===== config.mk =====
export PLATFORM = sky130hd
export DESIGN_NAME = upstream_burst_asm
export DESIGN_NICKNAME = d
export VERILOG_FILES = /design/src/rtl/ubst_pkg.sv /design/src/rtl/ubst_ctrl.sv /design/src/rtl/ubst_dp.sv /design/src/rtl/upstream_burst_asm.sv
export SDC_FILE = /design/constraint.sdc
export NUM_CORES = 1
export LEC_CHECK = 0
export BUFFER_PORTS_ARGS = -buffer_cell sky130_fd_sc_hd__buf_2
export CAP_MARGIN = 20
export CORE_AREA = 2 2 205 207
export DETAILED_ROUTE_END_ITERATION = 8
export DIE_AREA = 0 0 207 209
export GPL_ROUTABILITY_DRIVEN = 1
export MAX_ROUTING_LAYER = met4
export PLACE_DENSITY = 0.7
export SLEW_MARGIN = 20
export SYNTH_ARGS = -nofsm -noshare
export SYNTH_HDL_FRONTEND = slang
export SYNTH_SLANG_ARGS = --single-unit

===== constraint.sdc =====
create_clock -name clk -period 6.45 [get_ports clk]
set_clock_uncertainty 0.2 [all_clocks]
set_input_delay 0 -clock clk [delete_from_list [all_inputs] [get_ports clk]]
set_output_delay 0 -clock clk [all_outputs]
set_load 0.02 [all_outputs]

===== src/rtl/ubst_pkg.sv =====
package ubst_pkg;
  typedef enum logic [3:0] {
    SEL_OFF, SEL_PRE, SEL_DELIM, SEL_EOAM, SEL_MSG,
    SEL_ZERO, SEL_MGMT, SEL_DATA, SEL_IDLE
  } wordSelT;

  typedef struct packed {
    logic    en;
    wordSelT sel;
  } strobeT;

  localparam int MSG_WORDS = 6;
  localparam int LEN_BITS  = 16;
endpackage


===== src/rtl/ubst_ctrl.sv =====
module ubst_ctrl
  import ubst_pkg::*;
#(
  parameter int TW = 16,
  parameter int LW = 4
) (
  input  logic                clk,
  input  logic                rst_n,
  input  logic                syncPulse,
  input  logic                mgmtValid,
  input  logic [TW-1:0]       mgmtStart,
  input  logic [TW-1:0]       mgmtEnd,
  input  logic                dataValid,
  input  logic [TW-1:0]       dataStart,
  input  logic [TW-1:0]       dataEnd,
  input  logic [LW-1:0]       preLen,
  input  logic [LW-1:0]       delimLen,
  input  logic                msgEmpty,
  input  logic [1:0]          fifoEmpty,
  input  logic [LEN_BITS-1:0] fifoLen [2],
  output logic                msgPop,
  output logic [1:0]          fifoPop,
  output strobeT              strobe
);
  localparam int OW = ((TW > LEN_BITS) ? TW : LEN_BITS) + 2;
  localparam logic [TW-1:0] T_MAX = '1;

  logic [TW-1:0] timeCnt;
  logic          armed, msgTaking;
  logic          winVal [2];
  logic [TW-1:0] winStart [2];
  logic [TW-1:0] winEnd [2];
  logic [OW-1:0] fraRem [2];

  logic [OW-1:0] tW, firstW, lastW, ohW, s0W, oW, preW, pdW;
  logic          burstOk, inBurst, inOverhead, msgFirst, msgTake;
  logic [1:0]    inWin, canSend;

  always_comb begin
    firstW   = winVal[0] ? OW'(winStart[0]) : OW'(winStart[1]);
    lastW    = winVal[1] ? OW'(winEnd[1])   : OW'(winEnd[0]);
    preW     = OW'(preLen);
    pdW      = OW'(preLen) + OW'(delimLen);
    ohW      = pdW + OW'(MSG_WORDS + 1);
    burstOk  = armed && (winVal[0] || winVal[1]) && (firstW >= ohW);
    s0W      = firstW - ohW;
    tW       = OW'(timeCnt);
    inBurst  = burstOk && (tW >= s0W) && (tW < lastW);
    oW       = tW - s0W;
    inOverhead = oW < ohW;
    msgFirst = (oW == pdW + OW'(1));
    msgTake  = msgFirst ? !msgEmpty : msgTaking;
  end

  for (genvar c = 0; c < 2; c++) begin : g_win
    always_comb begin
      inWin[c]   = inBurst && !inOverhead && winVal[c] &&
                   (tW >= OW'(winStart[c])) && (tW < OW'(winEnd[c]));
      canSend[c] = (fraRem[c] != '0) ||
                   (!fifoEmpty[c] && (fifoLen[c] != '0) &&
                    (OW'(fifoLen[c]) <= OW'(winEnd[c]) - tW));
    end

    always_ff @(posedge clk or negedge rst_n) begin
      if (!rst_n) begin
        fraRem[c] <= '0;
      end else if (syncPulse) begin
        fraRem[c] <= '0;
      end else if (inWin[c] && canSend[c]) begin
        fraRem[c] <= (fraRem[c] != '0) ? fraRem[c] - OW'(1)
                                       : OW'(fifoLen[c]) - OW'(1);
      end
    end
  end

  always_comb begin
    strobe.en  = inBurst;
    strobe.sel = SEL_OFF;
    msgPop     = 1'b0;
    fifoPop    = '0;
    if (inBurst) begin
      if (oW < preW)               strobe.sel = SEL_PRE;
      else if (oW < pdW)           strobe.sel = SEL_DELIM;
      else if (oW == pdW)          strobe.sel = SEL_EOAM;
      else if (inOverhead) begin
        strobe.sel = msgTake ? SEL_MSG : SEL_ZERO;
        msgPop     = msgTake;
      end else if (inWin[0]) begin
        strobe.sel = canSend[0] ? SEL_MGMT : SEL_IDLE;
        fifoPop[0] = canSend[0];
      end else if (inWin[1]) begin
        strobe.sel = canSend[1] ? SEL_DATA : SEL_IDLE;
        fifoPop[1] = canSend[1];
      end else                     strobe.sel = SEL_IDLE;
    end
  end

  always_ff @(posedge clk or negedge rst_n) begin
    if (!rst_n) begin
      timeCnt   <= '0;
      armed     <= 1'b0;
      msgTaking <= 1'b0;
      for (int c = 0; c < 2; c++) begin
        winVal[c]   <= 1'b0;
        winStart[c] <= '0;
        winEnd[c]   <= '0;
      end
    end else if (syncPulse) begin
      timeCnt     <= '0;
      armed       <= 1'b1;
      msgTaking   <= 1'b0;
      winVal[0]   <= mgmtValid;
      winStart[0] <= mgmtStart;
      winEnd[0]   <= mgmtEnd;
      winVal[1]   <= dataValid;
      winStart[1] <= dataStart;
      winEnd[1]   <= dataEnd;
    end else begin
      if (timeCnt != T_MAX) timeCnt <= timeCnt + 1'b1;
      if (inBurst && msgFirst) msgTaking <= !msgEmpty;
    end
  end
endmodule


===== src/rtl/ubst_dp.sv =====
module ubst_dp
  import ubst_pkg::*;
#(
  parameter int W = 64,
  parameter logic [W-1:0] IDLE_WORD = 64'hA5C30F965A3CF069
) (
  input  logic         clk,
  input  logic         rst_n,
  input  strobeT       strobe,
  input  logic [W-1:0] preambleWord,
  input  logic [W-1:0] delimWord,
  input  logic [W-1:0] eoamWord,
  input  logic [W-1:0] msgData,
  input  logic [W-1:0] mgmtData,
  input  logic [W-1:0] dataData,
  output logic         txEn,
  output logic [W-1:0] txData
);
  logic [W-1:0] nextWord;

  always_comb begin
    unique case (strobe.sel)
      SEL_PRE:   nextWord = preambleWord;
      SEL_DELIM: nextWord = delimWord;
      SEL_EOAM:  nextWord = eoamWord;
      SEL_MSG:   nextWord = msgData;
      SEL_MGMT:  nextWord = mgmtData;
      SEL_DATA:  nextWord = dataData;
      SEL_IDLE:  nextWord = IDLE_WORD;
      default:   nextWord = '0;
    endcase
  end

  always_ff @(posedge clk or negedge rst_n) begin
    if (!rst_n) begin
      txEn   <= 1'b0;
      txData <= '0;
    end else begin
      txEn   <= strobe.en;
      txData <= strobe.en ? nextWord : '0;
    end
  end
endmodule


===== src/rtl/upstream_burst_asm.sv =====
module upstream_burst_asm
  import ubst_pkg::*;
#(
  parameter int W  = 64,
  parameter int TW = 16,
  parameter int LW = 4,
  parameter logic [W-1:0] IDLE_WORD = 64'hA5C30F965A3CF069
) (
  input  logic          clk,
  input  logic          rst_n,
  input  logic          syncPulse,
  input  logic          mgmtValid,
  input  logic [TW-1:0] mgmtStart,
  input  logic [TW-1:0] mgmtEnd,
  input  logic          dataValid,
  input  logic [TW-1:0] dataStart,
  input  logic [TW-1:0] dataEnd,
  input  logic [LW-1:0] preLen,
  input  logic [LW-1:0] delimLen,
  input  logic [W-1:0]  preambleWord,
  input  logic [W-1:0]  delimWord,
  input  logic [W-1:0]  eoamWord,
  input  logic          msgEmpty,
  input  logic [W-1:0]  msgData,
  output logic          msgPop,
  input  logic          mgmtEmpty,
  input  logic [W-1:0]  mgmtData,
  output logic          mgmtPop,
  input  logic          dataEmpty,
  input  logic [W-1:0]  dataData,
  output logic          dataPop,
  output logic          txEn,
  output logic [W-1:0]  txData
);
  strobeT              strobe;
  logic [1:0]          fifoPop;
  logic [LEN_BITS-1:0] fifoLen [2];

  assign fifoLen[0] = mgmtData[LEN_BITS-1:0];
  assign fifoLen[1] = dataData[LEN_BITS-1:0];
  assign mgmtPop    = fifoPop[0];
  assign dataPop    = fifoPop[1];

  ubst_ctrl #(.TW(TW), .LW(LW)) u_ctrl (
    .clk(clk), .rst_n(rst_n), .syncPulse(syncPulse),
    .mgmtValid(mgmtValid), .mgmtStart(mgmtStart), .mgmtEnd(mgmtEnd),
    .dataValid(dataValid), .dataStart(dataStart), .dataEnd(dataEnd),
    .preLen(preLen), .delimLen(delimLen), .msgEmpty(msgEmpty),
    .fifoEmpty({dataEmpty, mgmtEmpty}), .fifoLen(fifoLen),
    .msgPop(msgPop), .fifoPop(fifoPop), .strobe(strobe)
  );

  ubst_dp #(.W(W), .IDLE_WORD(IDLE_WORD)) u_dp (
    .clk(clk), .rst_n(rst_n), .strobe(strobe),
    .preambleWord(preambleWord), .delimWord(delimWord), .eoamWord(eoamWord),
    .msgData(msgData), .mgmtData(mgmtData), .dataData(dataData),
    .txEn(txEn), .txData(txData)
  );
endmodule


==> summary.md <==
| Metric | Value |
|---|---|
| Status | completed |
| Worst r2r src | u_ctrl.winVal[1] |
| Final setup vio count | 0 |
| WHS Endpoint | u_dp.txData[3] |
| Slew Viols, Final | 0 |
| Commonest non-fill, non-tap cell in the layout | buf_2 |
| Max cap viols | 0 |
| Die height | 209 um |
| CP Buf/Inv Count | 5 |
| Top_reg_cell synth | dfrtp_1 |
| Pre-Repair DR Iteration Count | 6 |
| Crit path max-delay family | compound AO/OA/AOI/OAI gates |
| CTS Sinks | approximately 190 |
| Post-synth EDFFs | 0 |
| TritonCTS clock tree | done |
| Most frequent cells in the layout | 528 x buf_2, 399 x dlygate4sd3_1, 202 x inv_1, 191 x nand2_1, 183 x dfrtp_1 |
| Max stage delay cell, worst path | dfrtp_2 |
| Syn_area_per_cell | 8.19 um^2 |
| Synth Instances | 2,105 |
| Synth Warn # | 0 |
| Placer congestion estimate | 1.06 |
| Layout cells sized above 1 | 26.9% |
| Hold Slack | ~0.012 ns |
| Switching portion of total power | 45.4% |
| Hpwl dp | 66,400 um |
| Initial Utilization | 41.8% |
| Area delta synth->final | 51.9% |
| Flop-to-flop setup slack | around 0.23 ns |
| Initial antenna violation count | 22 |
| Crit-path cells | mux2i_1 -> ha_2 -> fa_2 -> inv_1 -> a21o_1 -> maj3_2 -> maj3_2 -> and2_1 -> nor2_1 -> xor2_1 -> ha_1 -> a21o_1 -> or3_4 -> o21a_1 -> a311o_1 -> buf_4 -> a2111oi_4 -> a31oi_2 -> o32a_4 -> o32a_2 -> o211ai_4 -> buf_12 -> inv_1 -> buf_2 |
| WS Path Type | reg -> out |
| Num rows | 75 |
| CTS H-tree lvls | 4 |
| Worst Max-Slew Pin Slew | 0.936 ns |
| Synthesized cell area | approximately 17,000 um^2 |
| Core ar. | ~41,000 um^2 |
| Clock root cell | clkbuf_16 |
| Post-DP Area | 21,000 um^2 |
| CP arrival | ~6 ns |
| Tmin final | 6.24 ns |
| # fillers | 3,629 |
| Clk Latency, worst-skew pair | approximately 0.48 ns |
| P_leak | 12.7 nW |
| First-pass GRT wire length | 128,000 um |
| Num CTS Buffers | 17 |
| Clock power frac | 14.0% |
| Top-Level Pins | 532 |
| Ys async rst share | 100% |
| Final net count | around 3.7k |
| Vias in the first global route | between 20k and 25k |
| Post-layout instance area | 26,200 um^2 |
| Placed cells | 3,152 |
| Die Area | approximately 43,000 um^2 |
| Syn Nets | 2,730 |
| Post-DRT Antenna Nets | 0 |
| Largest net degree at the start of global routing | 95 |
| FF-to-FF End | u_ctrl.fraRem[24] |
| Max incr delay on CP | 0.45 ns |
| Number of I/O port buffers | 531 |
| Reg clk slew, reported paths | approximately 0.08 ns |
| Hold_sp | preambleWord[3] |
| Hold path depth | 5 |
| CTS max path bufs | 2 |
| Maximum vdd drop | just over 0.0005 V |
| Total global-route track usage | 39.6% |
| Routed length per instance | 23.9 um |
| Vias per std cell | 5.90 |
| Worst Hold Class | in -> reg |
| Multi-input combinational cell area | 11,500 um^2 |
| Critical Path Source Type | flop |
| Global route total overflow | 0 |
| Final period utilization | 96.7% |
| Via count | 21.5k |
| DRT iter0 DRCs | 1,985 |
| CP Max Fanout | 7 |
| PD cells | 299 nW/um^2 |
| Non-filler instance count after layout | 3,636 |
| Setup crit end kind | output port |
| Register area | 4630 um^2 |
| Worst R2R Path Depth | 25 |
| F_max | 160 MHz |
| Drt drc | 0 |
| Flop pwr share | around 16% |
| Part of the power in combinational logic | around 70% |
| Sequential element share of the synthesized area | 26.8% |
| Yosys reg bits | approximately 190 |
| Die Width | 207 um |
| Yosys cell types | 83 |
| P_sw | 3.56 mW |
| Worst slew margin | 37.6% |
| Int Power | 4.27 mW |
| Critical path required time | 6.25 ns |
| Post-Route WL | 87,100 um |
| Final hold vios | 0 |
## Yosys cell counts (all sizes together) (6+ instances only)
master	n	area (um^2)
inv	205	769
nand2	193	724
dfrtp	185	4630
nor2	157	589
ha	156	1950
nand3	103	515
o21ai	96	480
a21oi	90	458
a31oi	85	547
clkbuf	85	319
o2111ai	71	622
xnor2	65	569
a22oi	64	480
nor3	50	250
a21o	41	308
buf	37	234
o221ai	36	503
mux2	34	383
a211oi	31	238
mux2i	30	300
xor2	30	278
nand4	26	163
or3	19	119
nor2b	16	100
nor4	16	115
o21a	15	113
or2	14	87.6
nand2b	13	81.3
a32o	12	120
o21bai	12	90.1
a221oi	9	78.8
o31ai	9	67.6
and3	8	50.1
o22ai	8	50.1
and2	6	37.5
o211ai	6	58.8
or4	6	45.0
## worst reg2reg max path, cell delays in order (launching register included)
cell and delay (ns):
dfrtp_2 0.45, mux2i_1 0.23, ha_2 0.21, fa_2 0.21
inv_1 0.06, a21o_1 0.15, maj3_2 0.32, maj3_2 0.33
and2_1 0.18, nor2_1 0.11, xor2_1 0.18, ha_1 0.26
a21o_1 0.19, or3_4 0.34, o21a_1 0.20, a311o_1 0.35
buf_4 0.16, a2111oi_4 0.23, a31oi_2 0.17, buf_4 0.18
o32ai_4 0.14, a31oi_4 0.19, and2_4 0.21, buf_12 0.14
a211oi_2 0.19, dlygate4sd3_1 0.58
## cells by family after synthesis
family | share of synthesized area [%]
and+or+nand+nor | 17.4
DFF | 26.8
muxes | 3.96
AOI/OAI and AO/OA | 26.7
xor gates and xnor gates | 5.17
buffers and inverters | 7.67
adders and majority gates | 12.2
## state kept, by name, summed over array words and instances (netlist names)
register and count:
u_dp.txEn 1, u_ctrl.winStart 32, u_ctrl.winVal 2, u_ctrl.msgTaking 1, u_ctrl.timeCnt 16, u_ctrl.fraRem 36
u_ctrl.winEnd 32, u_dp.txData 64, u_ctrl.armed 1
## per-layer routing
metal  share of wire (%)  GRT usage (%)  up-vias
li1                    -              -     9676
met1                  40           47.8    10300
met2                  47           63.6     1221
met3                 7.2           6.30      298
met4                 6.0           21.4        0
met5                   0              -        -
## area by class of cell
cell class	count	area share, %
Clock inverter	14	0.521
Antenna cell	24	0.229
Multi-Input combinational cell	1593	43.9
Inverter	205	2.94
Clock buffer	18	1.68
Timing Repair Buffer	1058	30.5
Sequential cell	185	17.7
Tap cell	539	2.58
## worst max path at each step
stage                                 from              end  slack, ns  cells after the start
after floorplan           u_ctrl.winVal[1]  u_dp.txData[10]      0.005                     26
after global placement           preLen[0]  u_dp.txData[35]     -0.002                     26
after detailed placement         preLen[0]  u_dp.txData[13]      -0.12                     27
after CTS                        preLen[0]          dataPop       0.02                     28
after global routing      u_ctrl.winVal[1]          dataPop      -0.05                     23
final                     u_ctrl.winVal[1]          mgmtPop       0.21                     24
## power by group through the flow
stage	registers, mW	clock network [mW]	logic [mW]
floorplan	1.25	0	2.60
global placement	1.27	0	4.10
detailed placement	1.27	0	4.10
CTS	1.25	1.10	5.30
global route	1.26	1.14	5.89
finish	1.25	1.09	5.48
## stage by stage
step	setup TNS, ns	worst slack [ns]	util, %	power (mW)
finish	0	0.213	63.4	7.83
global placement	-0.00891	-0.00163	50.9	5.37
global route	-0.110	-0.0456	63.4	8.29
floorplan	0	0.00493	-	3.85
CTS	0	0.0216	62.3	7.64
detailed placement	-5.05	-0.116	50.9	5.37
## what timing repair did
action	4_1_cts	5_1_grt
buffers inserted	2	20
gates cloned	2	4
setup endpoints to repair	3	71
pin swaps	2	12
resized for setup	1	40
hold endpoints to repair	239	0
hold buffers	404	0
No activity file was read; power rests on OpenSTA's default activity.
